File: config.mk
export PLATFORM = sky130hd
export DESIGN_NAME = stm_seq
export DESIGN_NICKNAME = d
export VERILOG_FILES = /design/src/rtl/stm_seq.sv
export SDC_FILE = /design/constraint.sdc
export NUM_CORES = 1
export LEC_CHECK = 0
export CAP_MARGIN = 20
export CORE_MARGIN = 1.5
export CORE_UTILIZATION = 48
export DETAILED_ROUTE_END_ITERATION = 10
export PLACE_DENSITY = 0.8
export SYNTH_ARGS = -nofsm -noshare
export SYNTH_HDL_FRONTEND = slang
export SYNTH_SLANG_ARGS = --single-unit
File: constraint.sdc
create_clock -name clk -period 4.5 [get_ports clk]
set_input_delay 1.35 -clock clk [delete_from_list [all_inputs] [get_ports clk]]
set_output_delay 1.35 -clock clk [all_outputs]
set_load 0.02 [all_outputs]
File: src/rtl/stm_seq.sv
module stm_seq #(
  parameter int DW = 32,
  parameter int AW = 32
) (
  input  logic          clk,
  input  logic          rst_n,
  input  logic          req_valid,
  output logic          req_ready,
  input  logic [1:0]    req_enc,
  input  logic [3:0]    req_base,
  input  logic [15:0]   req_mask,
  input  logic          req_wback,
  input  logic          req_cond,
  input  logic [DW-1:0] pc_value,
  output logic [3:0]    rf_idx,
  input  logic [DW-1:0] rf_data,
  output logic          mem_valid,
  input  logic          mem_ready,
  output logic [AW-1:0] mem_addr,
  output logic [DW-1:0] mem_data,
  output logic          wb_en,
  output logic [3:0]    wb_idx,
  output logic [AW-1:0] wb_data,
  output logic          done,
  output logic          undef
);
  localparam int NR = 16;
  localparam int PC_IX = NR - 1;
  localparam int SP_IX = 13;
  localparam logic [AW-1:0] STEP = AW'(DW / 8);
  localparam logic [1:0] ENC_A1 = 2'd0;
  localparam logic [1:0] ENC_T1 = 2'd1;
  localparam logic [1:0] ENC_T2 = 2'd2;

  typedef enum logic [2:0] {S_IDLE, S_BASE, S_STORE, S_FIN, S_UND} st_t;

  function automatic logic [4:0] ones16(logic [NR-1:0] v);
    ones16 = '0;
    for (int i = 0; i < NR; i++) ones16 = ones16 + 5'(v[i]);
  endfunction

  function automatic logic [3:0] low16(logic [NR-1:0] v);
    low16 = '0;
    for (int i = NR - 1; i >= 0; i--) if (v[i]) low16 = 4'(i);
  endfunction

  st_t            st;
  logic [3:0]     base_q, first_q;
  logic [NR-1:0]  left_q;
  logic           wb_q;
  logic [DW-1:0]  pc_q;
  logic [AW-1:0]  addr_q;

  logic           is_t1, is_t2, bad;
  logic [NR-1:0]  m_eff, rest;
  logic [3:0]     b_eff, cur;
  logic           w_eff;
  logic [4:0]     nsel;

  assign is_t1 = req_enc == ENC_T1;
  assign is_t2 = req_enc == ENC_T2;
  assign m_eff = is_t1 ? {8'h00, req_mask[7:0]} : req_mask;
  assign b_eff = is_t1 ? {1'b0, req_base[2:0]} : req_base;
  assign w_eff = is_t1 | req_wback;
  assign nsel  = ones16(m_eff);

  assign bad = (nsel == 5'd0) || (req_enc == 2'd3)
            || ((req_enc == ENC_A1 || is_t2) && b_eff == 4'(PC_IX))
            || (is_t2 && (nsel < 5'd2 || m_eff[SP_IX] || m_eff[PC_IX]
                          || (w_eff && m_eff[b_eff])));

  assign cur  = low16(left_q);
  assign rest = left_q & (left_q - 1'b1);

  always_ff @(posedge clk or negedge rst_n) begin
    if (!rst_n) begin
      st      <= S_IDLE;
      base_q  <= '0;
      first_q <= '0;
      left_q  <= '0;
      wb_q    <= 1'b0;
      pc_q    <= '0;
      addr_q  <= '0;
    end else begin
      case (st)
        S_IDLE: if (req_valid) begin
          base_q  <= b_eff;
          first_q <= low16(m_eff);
          left_q  <= m_eff;
          wb_q    <= w_eff && req_cond && !bad;
          pc_q    <= pc_value;
          st      <= !req_cond ? S_FIN : (bad ? S_UND : S_BASE);
        end
        S_BASE: begin
          addr_q <= AW'(rf_data);
          st     <= S_STORE;
        end
        S_STORE: if (mem_ready) begin
          left_q <= rest;
          addr_q <= addr_q + STEP;
          if (rest == '0) st <= S_FIN;
        end
        default: st <= S_IDLE;
      endcase
    end
  end

  assign req_ready = st == S_IDLE;
  assign rf_idx    = (st == S_BASE) ? base_q : cur;
  assign mem_valid = st == S_STORE;
  assign mem_addr  = addr_q;
  assign mem_data  = (cur == 4'(PC_IX)) ? pc_q
                   : (wb_q && cur == base_q && cur != first_q) ? '0 : rf_data;
  assign done      = st == S_FIN;
  assign undef     = st == S_UND;
  assign wb_en     = done && wb_q;
  assign wb_idx    = base_q;
  assign wb_data   = addr_q;

  assert_ready_only_idle_R1: assert property (@(posedge clk) disable iff (!rst_n)
    (mem_valid || done || undef) |-> !req_ready);

  assert_hold_stall_R3: assert property (@(posedge clk) disable iff (!rst_n)
    (mem_valid && !mem_ready) |=> (mem_valid && $stable(mem_addr) && $stable(mem_data)));

  assert_addr_step_R2: assert property (@(posedge clk) disable iff (!rst_n)
    (mem_valid && mem_ready) |=> (!mem_valid || mem_addr == $past(mem_addr) + STEP));

  assert_pc_last_R4: assert property (@(posedge clk) disable iff (!rst_n)
    (mem_valid && mem_ready && rf_idx == 4'(PC_IX)) |=> (done && !mem_valid));

  assert_wb_with_done_R6: assert property (@(posedge clk) disable iff (!rst_n)
    wb_en |-> (done && $past(mem_valid && mem_ready)));

  assert_undef_quiet_R10: assert property (@(posedge clk) disable iff (!rst_n)
    undef |-> (!mem_valid && !wb_en && !done));

  assert_undef_pulse_R10: assert property (@(posedge clk) disable iff (!rst_n)
    undef |=> !undef);

  assert_done_pulse_R11: assert property (@(posedge clk) disable iff (!rst_n)
    done |=> !done);
endmodule

# == After elaboration in Yosys (flattened, before gate mapping) ==
# Cells that the tools add are included.
# op_classes
n_addsub,17
n_lt_le_gt_ge,2
eq_ne,14
n_mux,50
bitwise,2
reduce_logical,26
# ops
op,n
$mux W4,34
$mux W32,3
$pmux W32 S2,1
$add A5 B1 Y5,11
$mux W16,3
$add A32 B3 Y32 const B,1
$pmux W16 S2,1
$and A16 B16 Y16,1
$logic_not A16 Y1,1
$sub A16 B1 Y16 const B,1
$mux W3,5
$pmux W3 S3,1
$eq A4 B4 Y1 const B,2
$logic_and A1 B1 Y1,8
$logic_or A1 B1 Y1,7
$eq A3 B2 Y1 const B,2
$reduce_and A3 Y1,2
$add A4 B1 Y5,1
$logic_not A5 Y1,1
$lt A4 B5 Y1 const B,1
$lt A5 B2 Y1 const B,1
$add A3 B1 Y4,1
$bmux W1 S4,1
$eq A2 B2 Y1 const B,2
16 further kinds,19
# totals
ff_bits,92
in_bits,92
output_inout_bits,109
elab_cells,118

# == Logic depth before layout (Yosys ltp) ==
# depth
word_depth,27
depth_mapped,17
depth_no_buf,16

# == Worst setup path before layout ==
# Ideal clock, no wire load.
# synth_path
path_kind,input to register
startpoint,input port req_enc[1]
endpoint,register st[0]
setup_ps,120
arrival_time_ps,5314
required_time_ps,4380
setup_slack_ps,-934
cell_stages,16
n_path_buf,1
path_cell_list,nand2b_1 clkbuf_1 nand2_1 fa_1 fa_1 fa_1 fa_1 inv_1 ha_1 inv_1 fa_1 nor4b_1 a211oi_1 a31oi_1 a21oi_1 a31o_1
# synth_via
elab_chain_len,20
elab_cells_between_ends,34
cone_classes,8 x add/sub; 1 x order compare; 4 x eq/ne; 8 x mux; 1 x bitwise; 12 x reduce/logical
# synth_lines
element,line_no,source
start: declaration,9,"input logic [1:0] req_enc,"
$eq A2 B1 Y1,60,assign is_t1 = req_enc == ENC_T1;
$mux W16,62,"assign m_eff = is_t1 ? {8'h00, req_mask[7:0]} : req_mask;"
$add A5 B1 Y5 (8 in a row),39,for (int i = 0; i < NR; i++) ones16 = ones16 + 5'(v[i]);
$lt A5 B2 Y1,69,|| (is_t2 && (nsel < 5'd2 || m_eff[SP_IX] || m_eff[PC_IX]
$logic_or A1 B1 Y1 (2 in a row),69,
$logic_or A1 B1 Y1,70,|| (w_eff && m_eff[b_eff])));
$logic_and A1 B1 Y1,69,
$logic_or A1 B1 Y1 *,69,
$mux W3 * (2 in a row),92,st <= !req_cond ? S_FIN : (bad ? S_UND : S_BASE);
$mux W3 *,86,S_IDLE: if (req_valid) begin
$pmux W3 S3 *,85,case (st)
end signal: assignment,92,
end: declaration,47,st_t st;
# Every way passes the cells marked *; elsewhere a longest branch is shown, timed or not. The select of a mux whose other input is x is not followed.
# A chain may end at the register's enable or synchronous reset.

# == Worst setup path in the final report ==
# Ends and elaborated chain as after synthesis.

==> out/qor.yml <==
setup_path:
  worst-r2r-setup-slack_ns: 1.36
  end_kind: "flop"
  r2r-end: "mem_addr[9]"
  reg2reg_depth: 10
  cp.required_ns: 4.74
  crit_arrival_ns: 5.26
  cp-start-kind: "input pin"
  crit_path_max_fanout: 5
  critical_path_class: "in -> reg"
  worstReg2RegStart: "st[1]"
synth:
  yosysTopAreaCellShare_pct: 34.5
  ys_ff_latch: 92
  synth_edf_count: 0
  yosysSeqAreaShare_pct: 34.5
  synth_area_um2: 6680
  asyncSetResetFlopFracSynth_pct: 100
  synth_ff_type: "dfrtp_1"
  ys_types: 66
  netlist_top_cells_area: "dfrtp_1 (34%), nand2_1 (8.6%), a21oi_1 (5.6%)"
  synth_top_cell_by_area: "dfrtp_1"
  syn_area_per_cell_um2: 8.23
  yosysWarningCount: 0
  synth_nets: 920
  syn_inst: 812
layout:
  drive_above_1_share_pct: 16.8
  nets: 1114
  areaGrowthSynthToFinish_pct: 40.2
  layout_common_cells: "clkdlybuf4s50_1 (156), nand2_1 (148), dfrtp_1 (88)"
  antenna_cells: 0
  fill_cells: 1100
  final_common_cell: "clkdlybuf4s50_1"
global_routing:
  grt_pass1_wl_um: 34700
  overflow: 0
  first_global_vias: 6635
  antenna_found_initial: 0
  grt_start_max_net_pins: 81
  grt_use_total_pct: 30.3
pwr:
  switchingPower_mw: 3.34
  sw_frac_of_total_pct: 49.2
  ir_worst_vdd_uv: 690
  power_frac_clock_pct: 10.4
  seqPwrFrac_pct: 25.0
  p_leak_nw: 3.94
  power_frac_comb_pct: 64.6
  powerDensity_nw_per_um2: 726
  internal-power_mw: 3.46
sta:
  post-route-min-period_ns: 5.03
  fin_crit_sh_pct: 112
  clock.fmax_mhz: 199
  max_slew_margin_pct: 41.8
  worst_hold_slack_ns: 0.473
  setup_ws_ns: -0.526
  worst_pin_slew_ns: 0.870
  fin_skew_ns: 0.00760
  setup_violations: 4
  maxSlewViolCount: 0
  rsz0062_at_grt: "yes"
  hold_viol_final: 0
route:
  m1WireLength_um: 9380
  vias_per_cell: 5.87
  wl_um: 22400
  final_antenna_net_count: 0
  drtIter0Drc: 800
  first_pass_iters: 5
  post_drt_wl_per_cell_um: 18.9
  met2_length_um: 10500
  vias: 6968
  top_layer_used: "met4"
  drc: 0
  wl_met3_um: 1770
status:
  status: "complete, but fails checks"
  violations: "negative setup slack"
hold_path:
  hp-start: "pc_q[25]"
  hold_depth: 2
  worstHoldPathType: "reg -> reg"
  hold_end: "pc_q[25]"
cts:
  hold_buffers: 0
  clk_latency_ns: 0.35
  clock-root-buffer: "clkbuf_16"
  tritoncts: "yes"
  clkSinkCount: 92
  cts_buffers: 9
  h-tree-depth: 3
  path_clk_slew_ns: 0.06
  clock_path_buffers: 2
placement:
  place_congestion: 0.971
  dp_hpwl_um: 15500
  port_buffers: 200
  place_ws_ns: -1.42
flow_run:
  maxCapViolCount: 0
floorplan:
  core_area_um2: 13400
  rows: 42
  fp.dieArea_um2: 14600
  pin_count: 201
  initial_core_util_pct: 49.8
  die_y_um: 121
  die_width_um: 121
[cell usage after synthesis (all sizes together), types with 3 or more instances]
cell type / instances
dfrtp: 92
a211oi: 6
buf: 54
mux2i: 36
o22ai: 17
nor2: 61
o32ai: 3
and2: 3
a31oi: 7
a21oi: 105
nor4: 6
nand2b: 4
mux4: 4
nor3: 15
fa: 10
or3: 9
and4: 3
o2bb2a: 4
nor2b: 5
nand4: 7
mux2: 5
ha: 6
clkbuf: 30
nand2: 153
or4: 5
nand3: 23
o31ai: 5
o21ai: 59
inv: 29
and3: 6
xor2: 4
o41ai: 3
maj3: 3
[power groups by stage]
| stage | Combinational [mW] | Sequential, mW | Clock, mW |
|---|---|---|---|
| 3_5_place_dp | 4.23 | 1.69 | 0 |
| 3_3_place_gp | 4.16 | 1.67 | 0 |
| 4_1_cts | 4.30 | 1.67 | 0.719 |
| 6_report | 4.40 | 1.70 | 0.708 |
| 5_1_grt | 4.77 | 1.76 | 0.753 |
| 2_1_floorplan | 2.78 | 1.72 | 0 |
[flip-flops by register name (all words and copies together) (netlist names)]
register,flops
first_q,4
wb_q,1
st,3
wb_idx,4
mem_addr,32
left_q,16
pc_q,32
[metal layers]
layer  global-route usage, %  up-vias
met5                       0        -
met1                    41.3     3321
met3                    5.03       53
li1                        -     3228
met4                    12.7        0
met2                    47.9      366
[area by class of cell]
| type | count | area, um^2 | area share [%] |
|---|---|---|---|
| Multi-Input combinational cell | 607 | 3870 | 41.3 |
| Timing Repair Buffer | 267 | 2590 | 27.6 |
| Sequential cell | 92 | 2310 | 24.6 |
| Clock buffer | 11 | 233 | 2.48 |
| Tap cell | 176 | 220 | 2.35 |
| Inverter | 29 | 109 | 1.16 |
| Clock inverter | 5 | 37.5 | 0.401 |
[worst max-delay path, cell delays in order]
cell,delay (ns)
buf_6,0.07
nand2b_4,0.20
nand2_4,0.07
fa_1,0.57
fa_1,0.43
fa_1,0.51
fa_1,0.41
inv_1,0.08
ha_2,0.18
inv_2,0.04
fa_2,0.51
nor4b_4,0.22
a211oi_2,0.11
a31oi_1,0.23
a21oi_1,0.10
a31o_1,0.20
[cell families after synthesis]
kind of cell | count (synthesis) | share of synthesized area [%]
simple gates | 308 | 21.0
flops | 92 | 34.5
buf+inv | 113 | 9.70
xor+xnor | 4 | 0.524
compound gates | 231 | 22.2
fa+ha+maj | 19 | 4.57
mux | 45 | 7.59
[worst max path at each step]
stage / from / endpoint / slack [ns] / cells past startpoint
after floorplan: req_enc[1] / st[0] / -0.65 / 17
after CTS: req_enc[1] / st[0] / -0.57 / 16
after detailed placement: req_enc[1] / st[0] / -1.42 / 17
after global placement: req_enc[1] / st[0] / -1.25 / 17
after global routing: req_enc[1] / st[0] / -0.68 / 16
final: req_enc[1] / st[0] / -0.53 / 16
[repair_timing]
action                                  CTS  global route
cloned                                    1             2
hold endpoints to repair                  0             0
resized for setup                        75            24
setup buffers                             5             4
endpoints found under the setup margin   35            35
pin swaps                                12            11
[per-stage QoR]
step	TNS (ns)	total power, mW	instance area [um^2]	cells	util [%]
after detailed placement	-3.93	5.92	8840	1158	65.9
final	-1.44	6.80	9370	1187	69.9
after global placement	-3.44	5.83	8840	1158	65.9
after global routing	-2.09	7.28	9370	1187	69.9
after floorplan	-1.69	4.50	6710	812	-
after CTS	-1.56	6.69	9180	1180	68.5
Note: power is estimated with default switching activity, not from simulation.
